## src/rtl/cfgaddr_pkg.sv

```systemverilog
package cfgaddr_pkg;
    localparam int CFG_BUS_W    = 8;
    localparam int CFG_DEVFN_W  = 8;
    localparam int CFG_OFF_W    = 8;
    localparam int CFG_FN_W     = 3;
    localparam int CFG_ADDR_W   = 24;
    localparam int CFG_MAP_W    = 16;
    localparam logic [2:0] CFG_TYPE_CODE = 3'b101;

    typedef enum logic [0:0] {
        ST_IDLE = 1'b0,
        ST_EMIT = 1'b1
    } cfg_state_e;
endpackage

```

## src/rtl/cfgaddr_select.sv

```systemverilog
module cfgaddr_select #(
    parameter int SLOT_W        = 5,
    parameter int ADDR_W        = 24,
    parameter int MAP_W         = 16,
    parameter int LOW_SLOT_MAX  = 12,
    parameter int ADDR_SEL_BASE = 11,
    parameter int MAP_SEL_SHIFT = 5
) (
    input  logic [SLOT_W-1:0] slot,
    input  logic              local_seg,
    output logic [ADDR_W-1:0] addr_sel,
    output logic [MAP_W-1:0]  map_sel
);
    localparam int NSLOTS = 1 << SLOT_W;

    logic [NSLOTS-1:0] slot_hot;

    always_comb begin
        slot_hot = '0;
        slot_hot[slot] = local_seg;
    end

    for (genvar b = 0; b < ADDR_W; b++) begin : g_addr_bit
        if (b >= ADDR_SEL_BASE && (b - ADDR_SEL_BASE) <= LOW_SLOT_MAX &&
            (b - ADDR_SEL_BASE) < NSLOTS) begin : g_sel
            assign addr_sel[b] = slot_hot[b - ADDR_SEL_BASE];
        end else begin : g_zero
            assign addr_sel[b] = 1'b0;
        end
    end

    for (genvar b = 0; b < MAP_W; b++) begin : g_map_bit
        if ((b + MAP_SEL_SHIFT) > LOW_SLOT_MAX &&
            (b + MAP_SEL_SHIFT) < NSLOTS) begin : g_sel
            assign map_sel[b] = slot_hot[b + MAP_SEL_SHIFT];
        end else begin : g_zero
            assign map_sel[b] = 1'b0;
        end
    end
endmodule

```

## src/rtl/cfgaddr_compose.sv

```systemverilog
module cfgaddr_compose
    import cfgaddr_pkg::*;
#(
    parameter int BUS_W   = CFG_BUS_W,
    parameter int DEVFN_W = CFG_DEVFN_W,
    parameter int OFF_W   = CFG_OFF_W,
    parameter int FN_W    = CFG_FN_W,
    parameter int ADDR_W  = CFG_ADDR_W,
    parameter int MAP_W   = CFG_MAP_W
) (
    input  logic [BUS_W-1:0]   bus,
    input  logic [DEVFN_W-1:0] devfn,
    input  logic [OFF_W-1:0]   offset,
    input  logic               local_seg,
    input  logic [ADDR_W-1:0]  addr_sel,
    input  logic [MAP_W-1:0]   map_sel,
    output logic [ADDR_W-1:0]  addr,
    output logic [MAP_W-1:0]   map
);
    localparam int T1_W = BUS_W + DEVFN_W + OFF_W;
    localparam int T0_W = FN_W + OFF_W;

    logic [T1_W-1:0] t1_word;
    logic [T0_W-1:0] t0_word;

    always_comb begin
        t1_word = {bus, devfn, offset};
        t0_word = {devfn[FN_W-1:0], offset[OFF_W-1:2], 2'b00};
        map     = map_sel;
        map[3:1] = CFG_TYPE_CODE;
        map[0]  = ~local_seg;
        if (local_seg) begin
            addr = ADDR_W'(t0_word) | addr_sel;
        end else begin
            addr = ADDR_W'(t1_word);
        end
    end
endmodule

```

## src/rtl/cfgaddr_gen.sv

```systemverilog
module cfgaddr_gen
    import cfgaddr_pkg::*;
#(
    parameter int BUS_W         = CFG_BUS_W,
    parameter int DEVFN_W       = CFG_DEVFN_W,
    parameter int OFF_W         = CFG_OFF_W,
    parameter int FN_W          = CFG_FN_W,
    parameter int ADDR_W        = CFG_ADDR_W,
    parameter int MAP_W         = CFG_MAP_W,
    parameter int LOW_SLOT_MAX  = 12,
    parameter int ADDR_SEL_BASE = 11,
    parameter int MAP_SEL_SHIFT = 5
) (
    input  logic               clk,
    input  logic               rst_n,
    input  logic               req,
    input  logic [BUS_W-1:0]   bus,
    input  logic [DEVFN_W-1:0] devfn,
    input  logic [OFF_W-1:0]   offset,
    output logic               valid,
    output logic [ADDR_W-1:0]  cfg_addr,
    output logic [MAP_W-1:0]   cfg_map
);
    localparam int SLOT_W = DEVFN_W - FN_W;

    cfg_state_e        state_q;
    cfg_state_e        state_d;
    logic              local_seg;
    logic [ADDR_W-1:0] addr_sel;
    logic [MAP_W-1:0]  map_sel;
    logic [ADDR_W-1:0] addr_next;
    logic [MAP_W-1:0]  map_next;

    assign local_seg = (bus == '0);

    cfgaddr_select #(
        .SLOT_W       (SLOT_W),
        .ADDR_W       (ADDR_W),
        .MAP_W        (MAP_W),
        .LOW_SLOT_MAX (LOW_SLOT_MAX),
        .ADDR_SEL_BASE(ADDR_SEL_BASE),
        .MAP_SEL_SHIFT(MAP_SEL_SHIFT)
    ) u_select (
        .slot     (devfn[DEVFN_W-1:FN_W]),
        .local_seg(local_seg),
        .addr_sel (addr_sel),
        .map_sel  (map_sel)
    );

    cfgaddr_compose #(
        .BUS_W  (BUS_W),
        .DEVFN_W(DEVFN_W),
        .OFF_W  (OFF_W),
        .FN_W   (FN_W),
        .ADDR_W (ADDR_W),
        .MAP_W  (MAP_W)
    ) u_compose (
        .bus      (bus),
        .devfn    (devfn),
        .offset   (offset),
        .local_seg(local_seg),
        .addr_sel (addr_sel),
        .map_sel  (map_sel),
        .addr     (addr_next),
        .map      (map_next)
    );

    // Next-state logic: IDLE_WAIT, IDLE_TO_EMIT, EMIT_HOLD, EMIT_TO_IDLE
    always_comb begin
        state_d = state_q;
        unique case (state_q)
            ST_IDLE: state_d = req ? ST_EMIT : ST_IDLE;
            ST_EMIT: state_d = req ? ST_EMIT : ST_IDLE;
            default: state_d = ST_IDLE;
        endcase
    end

    always_ff @(posedge clk) begin
        if (!rst_n) begin
            state_q <= ST_IDLE;
        end else begin
            state_q <= state_d;
        end
    end

    // Output registers: loaded on a request, held otherwise
    always_ff @(posedge clk) begin
        if (!rst_n) begin
            cfg_addr <= '0;
            cfg_map  <= '0;
        end else if (req) begin
            cfg_addr <= addr_next;
            cfg_map  <= map_next;
        end
    end

    assign valid = (state_q == ST_EMIT);
endmodule

```

## config.mk

```make
export PLATFORM = sky130hd
export DESIGN_NAME = cfgaddr_gen
export DESIGN_NICKNAME = d
export VERILOG_FILES = /design/src/rtl/cfgaddr_pkg.sv /design/src/rtl/cfgaddr_select.sv /design/src/rtl/cfgaddr_compose.sv /design/src/rtl/cfgaddr_gen.sv
export SDC_FILE = /design/constraint.sdc
export NUM_CORES = 1
export LEC_CHECK = 0
export BUFFER_PORTS_ARGS = -buffer_cell sky130_fd_sc_hd__buf_2
export CAP_MARGIN = 20
export CORE_UTILIZATION = 41
export CTS_CLUSTER_DIAMETER = 100
export DETAILED_ROUTE_END_ITERATION = 8
export GPL_TIMING_DRIVEN = 0
export PLACE_DENSITY = 0.74
export REMOVE_ABC_BUFFERS = 1
export SYNTH_ARGS = -nofsm -noshare
export SYNTH_HDL_FRONTEND = slang
export SYNTH_SLANG_ARGS = --single-unit
```

## constraint.sdc

```tcl
create_clock -name clk -period 1.2 [get_ports clk]
set_input_delay 0.12 -clock clk [delete_from_list [all_inputs] [get_ports clk]]
set_output_delay 0.12 -clock clk [all_outputs]
set_load 0.02 [all_outputs]
```

==> results.txt <==
The leading cell type in the layout, fill and taps excluded is buf_2. The number of max-slew violations in the final report was 0. The sum of buffers and inverters on the critical path is 1. Using the TritonRoute via totals, the vias-per-cell ratio works out to 5.054.

The mux contribution to synthesized area came out at around 6.1%. The number of global-route vias before repair came out at roughly 1100. The initial antenna violation count came out at 0. Setup violations remaining at the end of the flow were counted as 0.

The first global-routing pass estimated between 4000 and 5000 um of wire. The top cell types in the final layout, fill and taps aside, are 61 x buf_2, 35 x dfxtp_1, 13 x nand2_1. The maximum clock path buffer count came out at 2. Summed over all layers, the global routing overflow is 0. The floorplan step set the die height to around 62 um.

Summed over all cells, the static leakage comes to 0.8184 nW. The first routing iteration left 70 violations. CTS built an H-tree with a depth of 2. In this run the cell area of the synthesized design comes to 1466 um^2. The net count of the finished layout came out at 240.

Based on the critical path, the design can be clocked at up to roughly 0.93 GHz. Entering global routing, the biggest net connects 37 pins. The parity-gate share of the synthesized area counting xor and xnor cells is 0%. The required time at the endpoint of the critical path is approximately 1400 ps. The number of core rows is 21. The clock latency on the worst-skew pair is between 300 and 400 ps. The synthesized netlist contains 34 unique library cells.

Yosys printed 0 warnings. Data on the critical path arrives at its endpoint at between 1000 and 1500 ps. The post-synthesis compound-gate area fraction is about a fifth.

With fillers left out, the area of the finished cells amounts to approximately 1800 um^2. Counting every instance in the synthesized netlist gives about 160. Fill cells in the final layout number 344.

The critical-path cell with the highest stage delay is and2_2. The flow ran to the end, and the final reports show no timing, DRC or antenna violations. The I/O pin total came out at a little under 70. The total routing usage reported by global routing is between 10% and 20%. The number of max-cap violations is 0. The synthesized area per cell came out at between 9 and 10 um^2.

Sequential cells were found to cover between 40% and 50% of the synthesized design area. The root buffer cell chosen for the clock tree is clkbuf_4. Setup repair after global routing left no endpoint under its margin. The period utilization is 89.68%.

The power density relative to cell area came out at ~1200 nW/um^2. The total power is 2.152 mW. The synthesis-to-layout area growth is 22.10%. The proportion of netlist area held by the largest area contributor came out at 47.78%.

After synthesis, the cell types taking the most area are dfxtp_1 48%, mux2i_1 6.1%, nor2b_1 5.1%, o21ai_1 4.1%, nand2_1 3.3%. The width of the chip came out at between 60 and 70 um. The post-route antenna net violation count is 0. The worst-case IR drop observed on VDD is ~750 uV. By area, the combinational part of the netlist is dominated by compound AO/OA/AOI/OAI gates. Summed over all instances, the cell type with the most area after synthesis is dfxtp_1.

The number of vias after detailed routing came out at approximately 1300. The final standard cell count with taps included and fillers excluded came out at approximately 260. The number of synthesized register bits came out at 35. In the routed design, unresolved DRC markers number 0. The final setup skew came out at 0 ps.

The final HPWL from detailed placement came out at around 2300 um. The iteration count of the initial detailed-routing pass came out at 4. The worst setup path is captured at a register. The total CTS buffers came out at 5. The floorplan step defined a die boundary enclosing ~3800 um^2. The clock tree from TritonCTS is yes. After detailed placement, the total cell area comes to ~1700 um^2. The critical path goes through buf_2 -> nor4_2 -> and2_2 -> nand2_2 -> o31ai_1.

For this configuration, the core starts out at a cell density of between 40% and 50%. The detailed-route wire length per cell is 12.34 um. The placed cell count came out at approximately 250.

After floorplanning, the core was sized to cover between 3000 and 4000 um^2. The min-delay analysis places its worst path in the category in2reg. The antenna diode count is 0. The critical path in this run is classified as in2reg. The total clock sinks is 35. The cell class contributing the biggest share of worst-path delay is simple AND/OR/NAND/NOR gates. The number of buffer cells added on primary ports is 62.

The simple-gate area share of the yosys netlist is between 15 and 20%. In this run the worst path has a maximum fanout of 16. The largest stage delay on the critical path came out at around 410 ps. Routability-driven placement finished with a final weighted congestion of between 0.7 and 0.8. The clock input transition at the sequential cells of the worst setup and hold paths came out at approximately 90 ps. The final hold violation count was 0. Post-CTS timing repair inserted 0 buffers for setup. The final critical delay including setup and external delays came out at between 1000 and 1500 ps.

The final routed wirelength across all metal layers came out at 3185 um. The post-route netlist has between 30% and 40% of its cells at a drive strength greater than 1. The worst setup path is launched from a primary input. The post-synthesis adder-cell area fraction is 0%.
==> power by group <==
group / internal (mW) / switching, mW
logic: 0.132 / 0.225
clock network: 0.208 / 0.342
registers: 1.22 / 0.0267
total: 1.56 / 0.594
==> layout make-up <==
type	instances	area [um^2]	area share, %
clock buffer	6	41.29	2.306
inverter	3	11.26	0.6289
multi-input combinational	106	666.9	37.25
sequential	35	700.7	39.13
tap	46	57.56	3.215
timing repair buffer	62	312.8	17.47
==> logic make-up after synthesis <==
logic type,count (synthesis)
compound gates,47
simple gates,45
flops,35
mux,9
buf+inv,19
other cells,1
==> tightest hold or removal path, cell delays in order <==
cell and delay, ps:
buf_2 70, mux2i_1 50, nor2b_1 90
==> worst paths after layout <==
path,startpoint,end,slack [ps],depth (start not counted)
setup / recovery,bus[0],cfg_addr[15],120,5
hold / removal,devfn[0],cfg_addr[8],50,3
setup reg to reg,cfg_addr[1],cfg_addr[1],470,3
hold reg to reg,cfg_map[11],cfg_map[11],440,2
==> synth_stat cells <==
master	instances
inv_1	3
o31ai_1	1
o21a_1	1
nand3_2	2
a22oi_1	5
nand2_2	1
clkbuf_1	4
o21ai_0	8
dfxtp_1	35
conb_1	1
nand3_1	1
nor4_2	2
nand2_1	13
o22ai_1	2
a21oi_1	8
o21ai_1	12
or3_1	1
a31oi_1	3
nor3b_1	1
a21boi_1	1
nor2_1	4
buf_4	6
nand4_1	1
nand2b_1	1
nand3b_1	1
o211a_1	1
nor2b_1	12
buf_6	1
nand4b_2	1
buf_2	4
buf_8	1
a41oi_1	5
mux2i_1	9
and2_1	4
==> what timing repair did <==
item	4_1_cts	5_1_grt
hold buffers	0	0
resized for setup	2	1
endpoints found under the setup margin	14	8
==> metal layers <==
metal	vias to the layer above	GRT usage, %	part of all wire, %
met3	6	5.797	9.4
met4	0	7.619	1.3
li1	658	-	-
met2	67	28.42	45
met1	573	21.63	44
met5	-	0	0
==> stage by stage <==
step	util [%]	hold slack, ps	setup slack (ps)	TNS, ps
finish	52.82	46.12	123.9	0
global route	52.82	37.21	0.5130	0
CTS	52.75	37.89	22.56	0
detailed placement	51.42	388.5	-423.8	-8012
global placement	51.42	375.2	-407.6	-7895
floorplan	-	209.4	-52.11	-233.9
==> registers in the layout, indices dropped and copies added, names as in the netlist <==
signal    flops
cfg_addr     24
valid         1
cfg_map      10
Power figures use the tool's default switching activity.
